`src/rtl/sync_rx_pkg.sv`:
```
package sync_rx_pkg;
  localparam int MAXW = 12;
  localparam int CNTW = 4;

  typedef enum logic [1:0] {S_HUNT, S_ONE, S_ACT} fr_state_t;

  // 0,1,2,3 -> 6,7,8,8 ; extended adds four
  function automatic logic [CNTW-1:0] char_len(input logic ext, input logic [1:0] sel);
    logic [CNTW-1:0] base;
    base = (sel == 2'd3) ? CNTW'(8) : CNTW'(6) + CNTW'(sel);
    return ext ? base + CNTW'(4) : base;
  endfunction

  function automatic logic [MAXW-1:0] len_mask(input logic [CNTW-1:0] n);
    logic [MAXW-1:0] m;
    for (int i = 0; i < MAXW; i++) m[i] = (i < int'(n));
    return m;
  endfunction

  function automatic logic even_par(input logic [MAXW-1:0] d);
    return ^d;
  endfunction
endpackage

```
`src/rtl/sync_rx_shift.sv`:
```
module sync_rx_shift
  import sync_rx_pkg::*;
(
  input  logic            clk,
  input  logic            rst_n,
  input  logic            bit_en,
  input  logic            rx_serial,
  input  logic            tx_serial,
  input  logic            loopback,
  input  logic            half_duplex,
  input  logic            rts,
  output logic            bit_stb,
  output logic [MAXW-1:0] win_nxt
);
  logic [MAXW-1:0] win_q;
  logic            sel_bit;
  logic            inhibit;

  assign sel_bit = loopback ? tx_serial : rx_serial;
  assign inhibit = half_duplex & rts;
  assign bit_stb = bit_en & ~inhibit;
  assign win_nxt = {win_q[MAXW-2:0], sel_bit};

  always_ff @(posedge clk) begin
    if (!rst_n)       win_q <= '0;
    else if (bit_stb) win_q <= win_nxt;
  end


  hd_freeze_chk: assert property (@(posedge clk) disable iff (!rst_n)
    inhibit |=> $stable(win_q));
endmodule

```
`src/rtl/sync_rx_framer.sv`:
```
module sync_rx_framer
  import sync_rx_pkg::*;
(
  input  logic            clk,
  input  logic            rst_n,
  input  logic            bit_stb,
  input  logic [MAXW-1:0] win_nxt,
  input  logic [CNTW-1:0] len,
  input  logic [MAXW-1:0] mask,
  input  logic [MAXW-1:0] sync_char,
  input  logic            strip_sync,
  input  logic            active_clr,
  output logic            active,
  output logic            char_evt,
  output logic            sync_hit
);
  fr_state_t       state_q;
  logic [CNTW-1:0] cnt_q;
  logic            boundary;

  assign sync_hit = ((win_nxt ^ sync_char) & mask) == '0;
  assign boundary = bit_stb && (state_q != S_HUNT) && (cnt_q >= len - CNTW'(1));
  assign char_evt = boundary && (state_q == S_ACT) && !(strip_sync && sync_hit);
  assign active   = (state_q == S_ACT);

  always_ff @(posedge clk) begin
    if (!rst_n || active_clr) begin
      state_q <= S_HUNT;
      cnt_q   <= '0;
    end else if (bit_stb) begin
      unique case (state_q)
        S_HUNT: begin
          cnt_q <= '0;
          if (sync_hit) state_q <= S_ONE;
        end
        S_ONE: begin
          if (boundary) begin
            cnt_q   <= '0;
            state_q <= sync_hit ? S_ACT : S_HUNT;
          end else cnt_q <= cnt_q + CNTW'(1);
        end
        default: cnt_q <= boundary ? '0 : cnt_q + CNTW'(1);
      endcase
    end
  end


  two_sync_chk: assert property (@(posedge clk) disable iff (!rst_n)
    $rose(active) |-> ($past(state_q) == S_ONE) && $past(sync_hit) && $past(bit_stb));

  clr_hunt_chk: assert property (@(posedge clk) disable iff (!rst_n)
    active_clr |=> !active);
endmodule

```
`src/rtl/sync_rx_buffer.sv`:
```
module sync_rx_buffer
  import sync_rx_pkg::*;
(
  input  logic            clk,
  input  logic            rst_n,
  input  logic            load,
  input  logic [MAXW-1:0] data_in,
  input  logic            buf_rd,
  output logic [MAXW-1:0] data,
  output logic            done,
  output logic            parity,
  output logic            overrun
);
  always_ff @(posedge clk) begin
    if (!rst_n) begin
      data <= '0; done <= 1'b0; parity <= 1'b0; overrun <= 1'b0;
    end else if (load) begin
      data   <= data_in;
      parity <= even_par(data_in);
      done   <= 1'b1;
      if (done && !buf_rd) overrun <= 1'b1;
    end else if (buf_rd) begin
      done    <= 1'b0;
      overrun <= 1'b0;
    end
  end


  done_rise_chk: assert property (@(posedge clk) disable iff (!rst_n)
    $rose(done) |-> $past(load));

  ovr_rise_chk: assert property (@(posedge clk) disable iff (!rst_n)
    $rose(overrun) |-> $past(done) && done);

  rd_clear_chk: assert property (@(posedge clk) disable iff (!rst_n)
    (buf_rd && !load) |=> !done && !overrun);

  par_chk: assert property (@(posedge clk) disable iff (!rst_n)
    done |-> parity == ($countones(data) % 2 == 1));
endmodule

```
`src/rtl/sync_char_rx.sv`:
```
module sync_char_rx
  import sync_rx_pkg::*;
(
  input  logic        clk,
  input  logic        rst_n,
  input  logic        bit_en,
  input  logic        rx_serial,
  input  logic        tx_serial,
  input  logic        loopback,
  input  logic        half_duplex,
  input  logic        rts,
  input  logic [1:0]  len_sel,
  input  logic        len_ext,
  input  logic [11:0] sync_char,
  input  logic        strip_sync,
  input  logic        active_clr,
  input  logic        buf_rd,
  output logic [11:0] rx_data,
  output logic        rx_done,
  output logic        rx_parity,
  output logic        rx_overrun,
  output logic        rx_active
);
  logic            bit_stb;
  logic [MAXW-1:0] win_nxt;
  logic [CNTW-1:0] len;
  logic [MAXW-1:0] mask;
  logic            char_evt;
  logic            sync_hit;

  assign len  = char_len(len_ext, len_sel);
  assign mask = len_mask(len);

  sync_rx_shift u_shift (
    .clk(clk), .rst_n(rst_n), .bit_en(bit_en), .rx_serial(rx_serial),
    .tx_serial(tx_serial), .loopback(loopback), .half_duplex(half_duplex),
    .rts(rts), .bit_stb(bit_stb), .win_nxt(win_nxt));

  sync_rx_framer u_framer (
    .clk(clk), .rst_n(rst_n), .bit_stb(bit_stb), .win_nxt(win_nxt),
    .len(len), .mask(mask), .sync_char(sync_char), .strip_sync(strip_sync),
    .active_clr(active_clr), .active(rx_active), .char_evt(char_evt),
    .sync_hit(sync_hit));

  sync_rx_buffer u_buf (
    .clk(clk), .rst_n(rst_n), .load(char_evt), .data_in(win_nxt & mask),
    .buf_rd(buf_rd), .data(rx_data), .done(rx_done), .parity(rx_parity),
    .overrun(rx_overrun));


  strip_drop_chk: assert property (@(posedge clk) disable iff (!rst_n)
    (strip_sync && rx_active && bit_stb && sync_hit && !buf_rd) |=> $stable(rx_done) && $stable(rx_data));
endmodule

```
`config.mk`:
```
export PLATFORM = sky130hd
export DESIGN_NAME = sync_char_rx
export DESIGN_NICKNAME = d
export VERILOG_FILES = /design/src/rtl/sync_rx_pkg.sv /design/src/rtl/sync_rx_shift.sv /design/src/rtl/sync_rx_framer.sv /design/src/rtl/sync_rx_buffer.sv /design/src/rtl/sync_char_rx.sv
export SDC_FILE = /design/constraint.sdc
export NUM_CORES = 1
export LEC_CHECK = 0
export BUFFER_PORTS_ARGS = -buffer_cell sky130_fd_sc_hd__buf_2
export CAP_MARGIN = 20
export CORE_MARGIN = 5
export CORE_UTILIZATION = 49
export DETAILED_ROUTE_END_ITERATION = 10
export GPL_TIMING_DRIVEN = 0
export PLACE_DENSITY = 0.79
export SLEW_MARGIN = 5
export SYNTH_ARGS = -nofsm -noshare
export SYNTH_HDL_FRONTEND = slang
export SYNTH_SLANG_ARGS = --single-unit
```
`constraint.sdc`:
```
create_clock -name clk -period 6.18 [get_ports clk]
set_clock_uncertainty 0.05 [all_clocks]
set_input_delay 0.618 -clock clk [delete_from_list [all_inputs] [get_ports clk]]
set_output_delay 0.618 -clock clk [all_outputs]
set_load 0.03 [all_outputs]
```
# --- After elaboration in Yosys (flattened, before gate mapping) ---
# Cells that the tools add are included.
word_totals:
  register_bits: 32
  latch_bits: 0
  mem_bits_rw: 0
  romBits: 0
  word_cells: 67
  n_memories: 0
classes:
  n_addsub: 4
  n_mul: 0
  n_div: 0
  magnitude_cmp: 13
  eq_ne: 6
  n_shift: 0
  muxes: 13
  n_bitwise: 6
  reduce_logical: 18
ops:
  columns: ["operator", "n"]
  rows:
  - ["12-bit AND", 2]
  - ["3-bit by 4-bit less-than comparator with 1-bit output (first input constant)", 4]
  - ["4-bit less-than comparator (first input constant)", 4]
  - ["4-bit two-way mux", 4]
  - ["12-bit logical NOT", 1]
  - ["12-bit XOR reduction", 1]
  - ["12-bit XOR", 1]
  - ["1-bit by 4-bit less-than comparator with 1-bit output (first input constant)", 2]
  - ["2-bit by 4-bit less-than comparator with 1-bit output (first input constant)", 2]
  - ["1-bit logical AND", 6]
  - ["2-bit two-way mux", 3]
  - ["2-bit by 1-bit inequality test with 1-bit output (second input constant)", 3]
  - ["2-bit nonzero test", 3]
  - ["1-bit two-way mux", 5]
  - ["3-bit by 2-bit adder with 4-bit output (first input constant)", 1]
  - ["4-bit by 1-bit adder with 4-bit output (second input constant)", 1]
  - ["4-bit by 3-bit adder with 4-bit output (second input constant)", 1]
  - ["2-bit equality test (second input constant)", 2]
  - ["4-bit greater-or-equal comparator", 1]
  - ["2-bit one-hot mux with 2 select lines", 1]
  - ["4-bit AND reduction", 1]
  - ["4-bit by 1-bit subtractor with 4-bit output (second input constant)", 1]
  - ["1-bit logical NOT", 3]
  - ["1-bit AND", 2]
  - ["5 further kinds", 5]

# --- Logic depth before layout (Yosys ltp) ---
depth:
  ltp_word: 12
  ltp_mapped: 13

# --- Hierarchy ---
# Synthesis repeated with hierarchy kept, for this count alone.
unflattened:
  hier_cells: 201
  hier_area_um2: 1910.6
modules_own_cells:
  columns: ["mod", "n_inst", "cells_per_inst", "area_per_inst_um2", "seq_area_each_um2"]
  rows:
  - ["sync_rx_buffer", 1, 59, 660.6, 300.3]
  - ["sync_rx_framer", 1, 68, 610.6, 120.1]
  - ["sync_rx_shift", 1, 50, 488.0, 220.2]
  - ["sync_char_rx", 1, 24, 151.4, 0.0]

# --- Worst setup path before layout ---
# No wires, ideal clock.
synth_path:
  path_kind: "input port to flip-flop"
  startpoint: "in len_sel[1]"
  endpoint: "reg u_buf.data[11]"
  setup_time_ns: 0.070
  arrival_ns: 2.651
  required_ns: 6.060
  slack_ns: 3.409
  stages: 10
  n_path_buf: 2
  path_cell_list: "buf_4 clkbuf_1 ha_1 xnor2_1 ha_1 nand2_1 o21ai_1 nand3_1 or3_1 a21oi_1"
synth_via:
  elab_chain_cells: 10
  word_cells_on_any_way: 27
synth_rtl:
  columns: ["element", "line", "source"]
  rows:
  - ["start: declaration", "sync_char_rx.sv:12", "input logic [1:0] len_sel,"]
  - ["3-bit by 2-bit adder with 4-bit output / 2-bit equality test (equally long branches)", "sync_rx_pkg.sv:10", "base = (sel == 2'd3) ? CNTW'(8) : CNTW'(6) + CNTW'(sel);"]
  - ["4-bit two-way mux *", "sync_rx_pkg.sv:10", null]
  - ["4-bit by 3-bit adder with 4-bit output", "sync_rx_pkg.sv:11", "return ext ? base + CNTW'(4) : base;"]
  - ["4-bit two-way mux *", "sync_rx_pkg.sv:11", null]
  - ["branches (longest 6 deep; another with 4-bit by 1-bit subtractor with 4-bit output)", null, null]
  - ["end signal: assignment", "sync_rx_buffer.sv:18", "data <= data_in;"]
  - ["end: declaration", "sync_rx_buffer.sv:9", "output logic [MAXW-1:0] data,"]
# Every way passes the cells marked *.
# A chain may end at the register's enable or synchronous reset.

# --- Final worst setup path ---
layout_path:
  startpoint: "in len_sel[1]"
  endpoint: "reg u_buf.data[3]"
# Same word-level chain as after synthesis.

==> results.tsv <==
stage	metric	value	unit
outcome	status	finished clean	
clocking	cts_tree	yes	
critical_path	critical_path_arrival	3070	ps
drt	routed-via-count	1726	
sta	slew-limit-headroom	0.681	
critical_path	critical_path.startpoint_type	primary input	
synthesis	synthDistinctLibCells	44	
grt	antenna_violations_before_repair	0	
sta	period_share	0.482	
synthesis	synth.top_cells.by_area	sky130_fd_sc_hd__dfxtp_1 35%, sky130_fd_sc_hd__xnor2_1 9.5%, sky130_fd_sc_hd__a21oi_1 7.9%	
sta	grt_setup_unrepaired	no	
floorplan	floorplan.die_area	5100	sq um
clocking	clock_path_buffers	2	
sta	slew_limit_fails	0	
synthesis	ys_warn_count	0	
sta	shortest_period_the_worst_path_allows	2980	ps
floorplan	start_util	0.505	
layout	synth_to_final_area_change	18.6	%
clocking	worst_skew_pair.late_latency	280	ps
synthesis	netlist_area	1850	sq um
synthesis	post_synth_inst_count	224	
clocking	clock_slew_at_reported_path_ffs	60	ps
clocking	clkSinkCount	32	
grt	largest_net_degree_at_the_start_of_global_routing	11	
placement	gpl.final_weighted_congestion	0.903	
sta	timing.fmax	336	MHz
clocking	postCtsHoldBufs	0	
drt	finalWirelength	4210	um
sta	finalHoldViolCount	0	
sta	timing.final.ws_setup	3200	ps
synthesis	dominant_cell_by_count_in_the_synthesized_netlist	sky130_fd_sc_hd__dfxtp_1	
worst_hold_path	hold_path.class	register to register	
grt	via_count_of_the_first_global_routing_pass	1544	
critical_path	ff2ff_setup_slack	3990	ps
drt	wl_per_cell	13.2	um
layout	num-fill-cells	334	
floorplan	placement_rows	22	
placement	detailedPlace.worstSlack	2900	ps
drt	1st_iter_drt_viols	84	
sta	fin_setup_tns	0	ps
layout	antenna-diode-count	0	
sta	tightest_slew	476	ps
critical_path	critPathMaxFanout	10	
floorplan	fp.coreArea	3660	sq um
floorplan	die_outline_height	71.4	um
placement	post-place-cells	313	
placement	dp_hpwl	3300	um
job	cap_violations	0	
critical_path	worstSetupEndpointType	register	
grt	grt_first_pass_wirelength	6910	um
floorplan	die-width	71.4	um
synthesis	share_of_flip_flops_with_an_asynchronous_set_or_reset_after_synthesis	0	
grt	globalRouteOverflowTotal	0	
synthesis	post_synth_most_frequent_cells	32 x sky130_fd_sc_hd__dfxtp_1, 29 x sky130_fd_sc_hd__a21oi_1, 27 x sky130_fd_sc_hd__nand2_1, 20 x sky130_fd_sc_hd__xnor2_1	
critical_path	worst_ep_required_time	6270	ps
grt	grt_use_total	0.170	
synthesis	synthDominantAreaCellType	sky130_fd_sc_hd__dfxtp_1	
clocking	post_cts_buffers	0	
placement	io_buffers	41	
synthesis	synth.net_count	259	
pwr	power	0.000415	W
pwr	max-vdd-ir-drop	0.000109	V
layout	nets	307	
pwr	power.density_cell_area	189	nW/um^2
layout	instances_no_fill	320	
pwr	static-leakage-power	0.873	nW
critical_path	crit_type	primary input to register	
drt	route.detailed.drc	0	
floorplan	num_io_pins	42	
layout	layout-drive-gt1-share	0.221	
drt	detail_route.vias_per_cell	5.39	
synthesis	synth_top_area_share	0.347	
drt	detail-route-antenna-nets	0	
sta	finalHoldWorstSlack	420	ps
synthesis	ys.flop_type	sky130_fd_sc_hd__dfxtp_1	
synthesis	syn_area_per_cell	8.25	sq um
clocking	post_cts_resize_count	0	
synthesis	synth_enable_flop_cells	0	
clocking	cts-buffers-inserted	5	
clocking	clock-root-buffer	sky130_fd_sc_hd__clkbuf_8	
drt	drt_first_pass_iters	4	
clocking	htreeDepth	2	
synthesis	ys_seq_elements	32	
sta	setup_viol	0	
synthesis	seq_area_frac_synth	0.347	
==> worst max-delay path: stages <==
cell	delay, ps
sky130_fd_sc_hd__buf_2	110
sky130_fd_sc_hd__buf_4	170
sky130_fd_sc_hd__clkbuf_1	170
sky130_fd_sc_hd__ha_1	170
sky130_fd_sc_hd__inv_1	40
sky130_fd_sc_hd__o21ai_0	190
sky130_fd_sc_hd__xnor2_1	110
sky130_fd_sc_hd__ha_1	310
sky130_fd_sc_hd__nand2_1	60
sky130_fd_sc_hd__o21ai_1	360
sky130_fd_sc_hd__nand3_1	260
sky130_fd_sc_hd__buf_2	250
sky130_fd_sc_hd__o21ai_0	170
sky130_fd_sc_hd__a21oi_1	90
==> metrics by stage <==
| stage | instance area, sq um | util |
|---|---|---|
| finish | 2190 | 0.598 |
| global route | 2190 | 0.598 |
| CTS | 2190 | 0.598 |
| detailed placement | 2110 | 0.577 |
| global placement | 2110 | 0.577 |
| floorplan | 1850 | - |
==> cell type report <==
| cell class | instances | area (sq um) | share of cell area |
|---|---|---|---|
| Tap cell | 48 | 60.1 | 0.0274 |
| Clock buffer | 6 | 72.6 | 0.0331 |
| Sequential cell | 32 | 641 | 0.292 |
| Clock inverter | 1 | 5.00 | 0.00228 |
| Multi-Input combinational cell | 174 | 1120 | 0.513 |
| Buffer | 11 | 56.3 | 0.0257 |
| Timing Repair Buffer | 41 | 205 | 0.0937 |
| Inverter | 7 | 26.3 | 0.0120 |
==> report_power, final <==
group,leakage [nW],internal (W),switching (W)
combinational,0.574,0.0000251,0.0000315
sequential,0.258,0.000207,0.00000156
clock,0.0410,0.0000764,0.0000731
total,0.873,0.000309,0.000106
==> cells by family (layout without fill, tap and decap cells) <==
kind of cell,Yosys count,in the layout,share of synthesized area
xor gates and xnor gates,25,25,0.118
AOI/OAI and AO/OA,63,63,0.198
and+or+nand+nor,75,75,0.214
buffers and inverters,18,66,0.0447
adders and majority gates,9,9,0.0609
muxes,2,2,0.0176
DFF,32,32,0.347
==> sequential cells by signal, indices dropped and copies added (netlist names) <==
name / cells
u_buf.data: 12
u_shift.win_q: 11
u_framer.cnt_q: 4
u_framer.state_q: 2
u_buf.done: 1
u_buf.overrun: 1
u_buf.parity: 1
==> worst paths after layout <==
kind	startpoint	to	depth (start not counted)
setup / recovery	len_sel[1]	u_buf.data[3]	14
hold reg to reg	u_buf.data[4]	u_buf.data[4]	2
hold / removal	u_buf.data[4]	u_buf.data[4]	2
setup reg to reg	u_framer.cnt_q[0]	u_buf.data[3]	9
==> layer usage <==
layer	GRT usage	part of all wire	wire (um)	vias to the layer above
met5	0	0	0	-
met2	0.303	0.52	2180	49
li1	-	-	-	875
met3	0.0421	0.049	205	7
met1	0.200	0.42	1770	795
met4	0.0501	0.014	57	0
==> cells in the final DEF (no fill, tap or decap), types with 2 or more instances in the layout <==
master	n
sky130_fd_sc_hd__a211oi_2	2
sky130_fd_sc_hd__ha_1	9
sky130_fd_sc_hd__dfxtp_1	32
sky130_fd_sc_hd__xor2_1	5
sky130_fd_sc_hd__buf_2	44
sky130_fd_sc_hd__or3_1	3
sky130_fd_sc_hd__inv_1	7
sky130_fd_sc_hd__nand4b_1	4
sky130_fd_sc_hd__a22oi_1	2
sky130_fd_sc_hd__nand3_1	9
sky130_fd_sc_hd__nor2b_1	3
sky130_fd_sc_hd__clkbuf_8	5
sky130_fd_sc_hd__nand2_1	27
sky130_fd_sc_hd__o21ai_1	7
sky130_fd_sc_hd__a21oi_1	29
sky130_fd_sc_hd__and3_1	3
sky130_fd_sc_hd__o31ai_1	2
sky130_fd_sc_hd__nand2b_1	5
sky130_fd_sc_hd__a211oi_1	3
sky130_fd_sc_hd__xnor2_1	20
sky130_fd_sc_hd__clkbuf_1	6
sky130_fd_sc_hd__o21ai_0	11
sky130_fd_sc_hd__nor2_1	11
No activity file was read; power rests on OpenSTA's default activity.
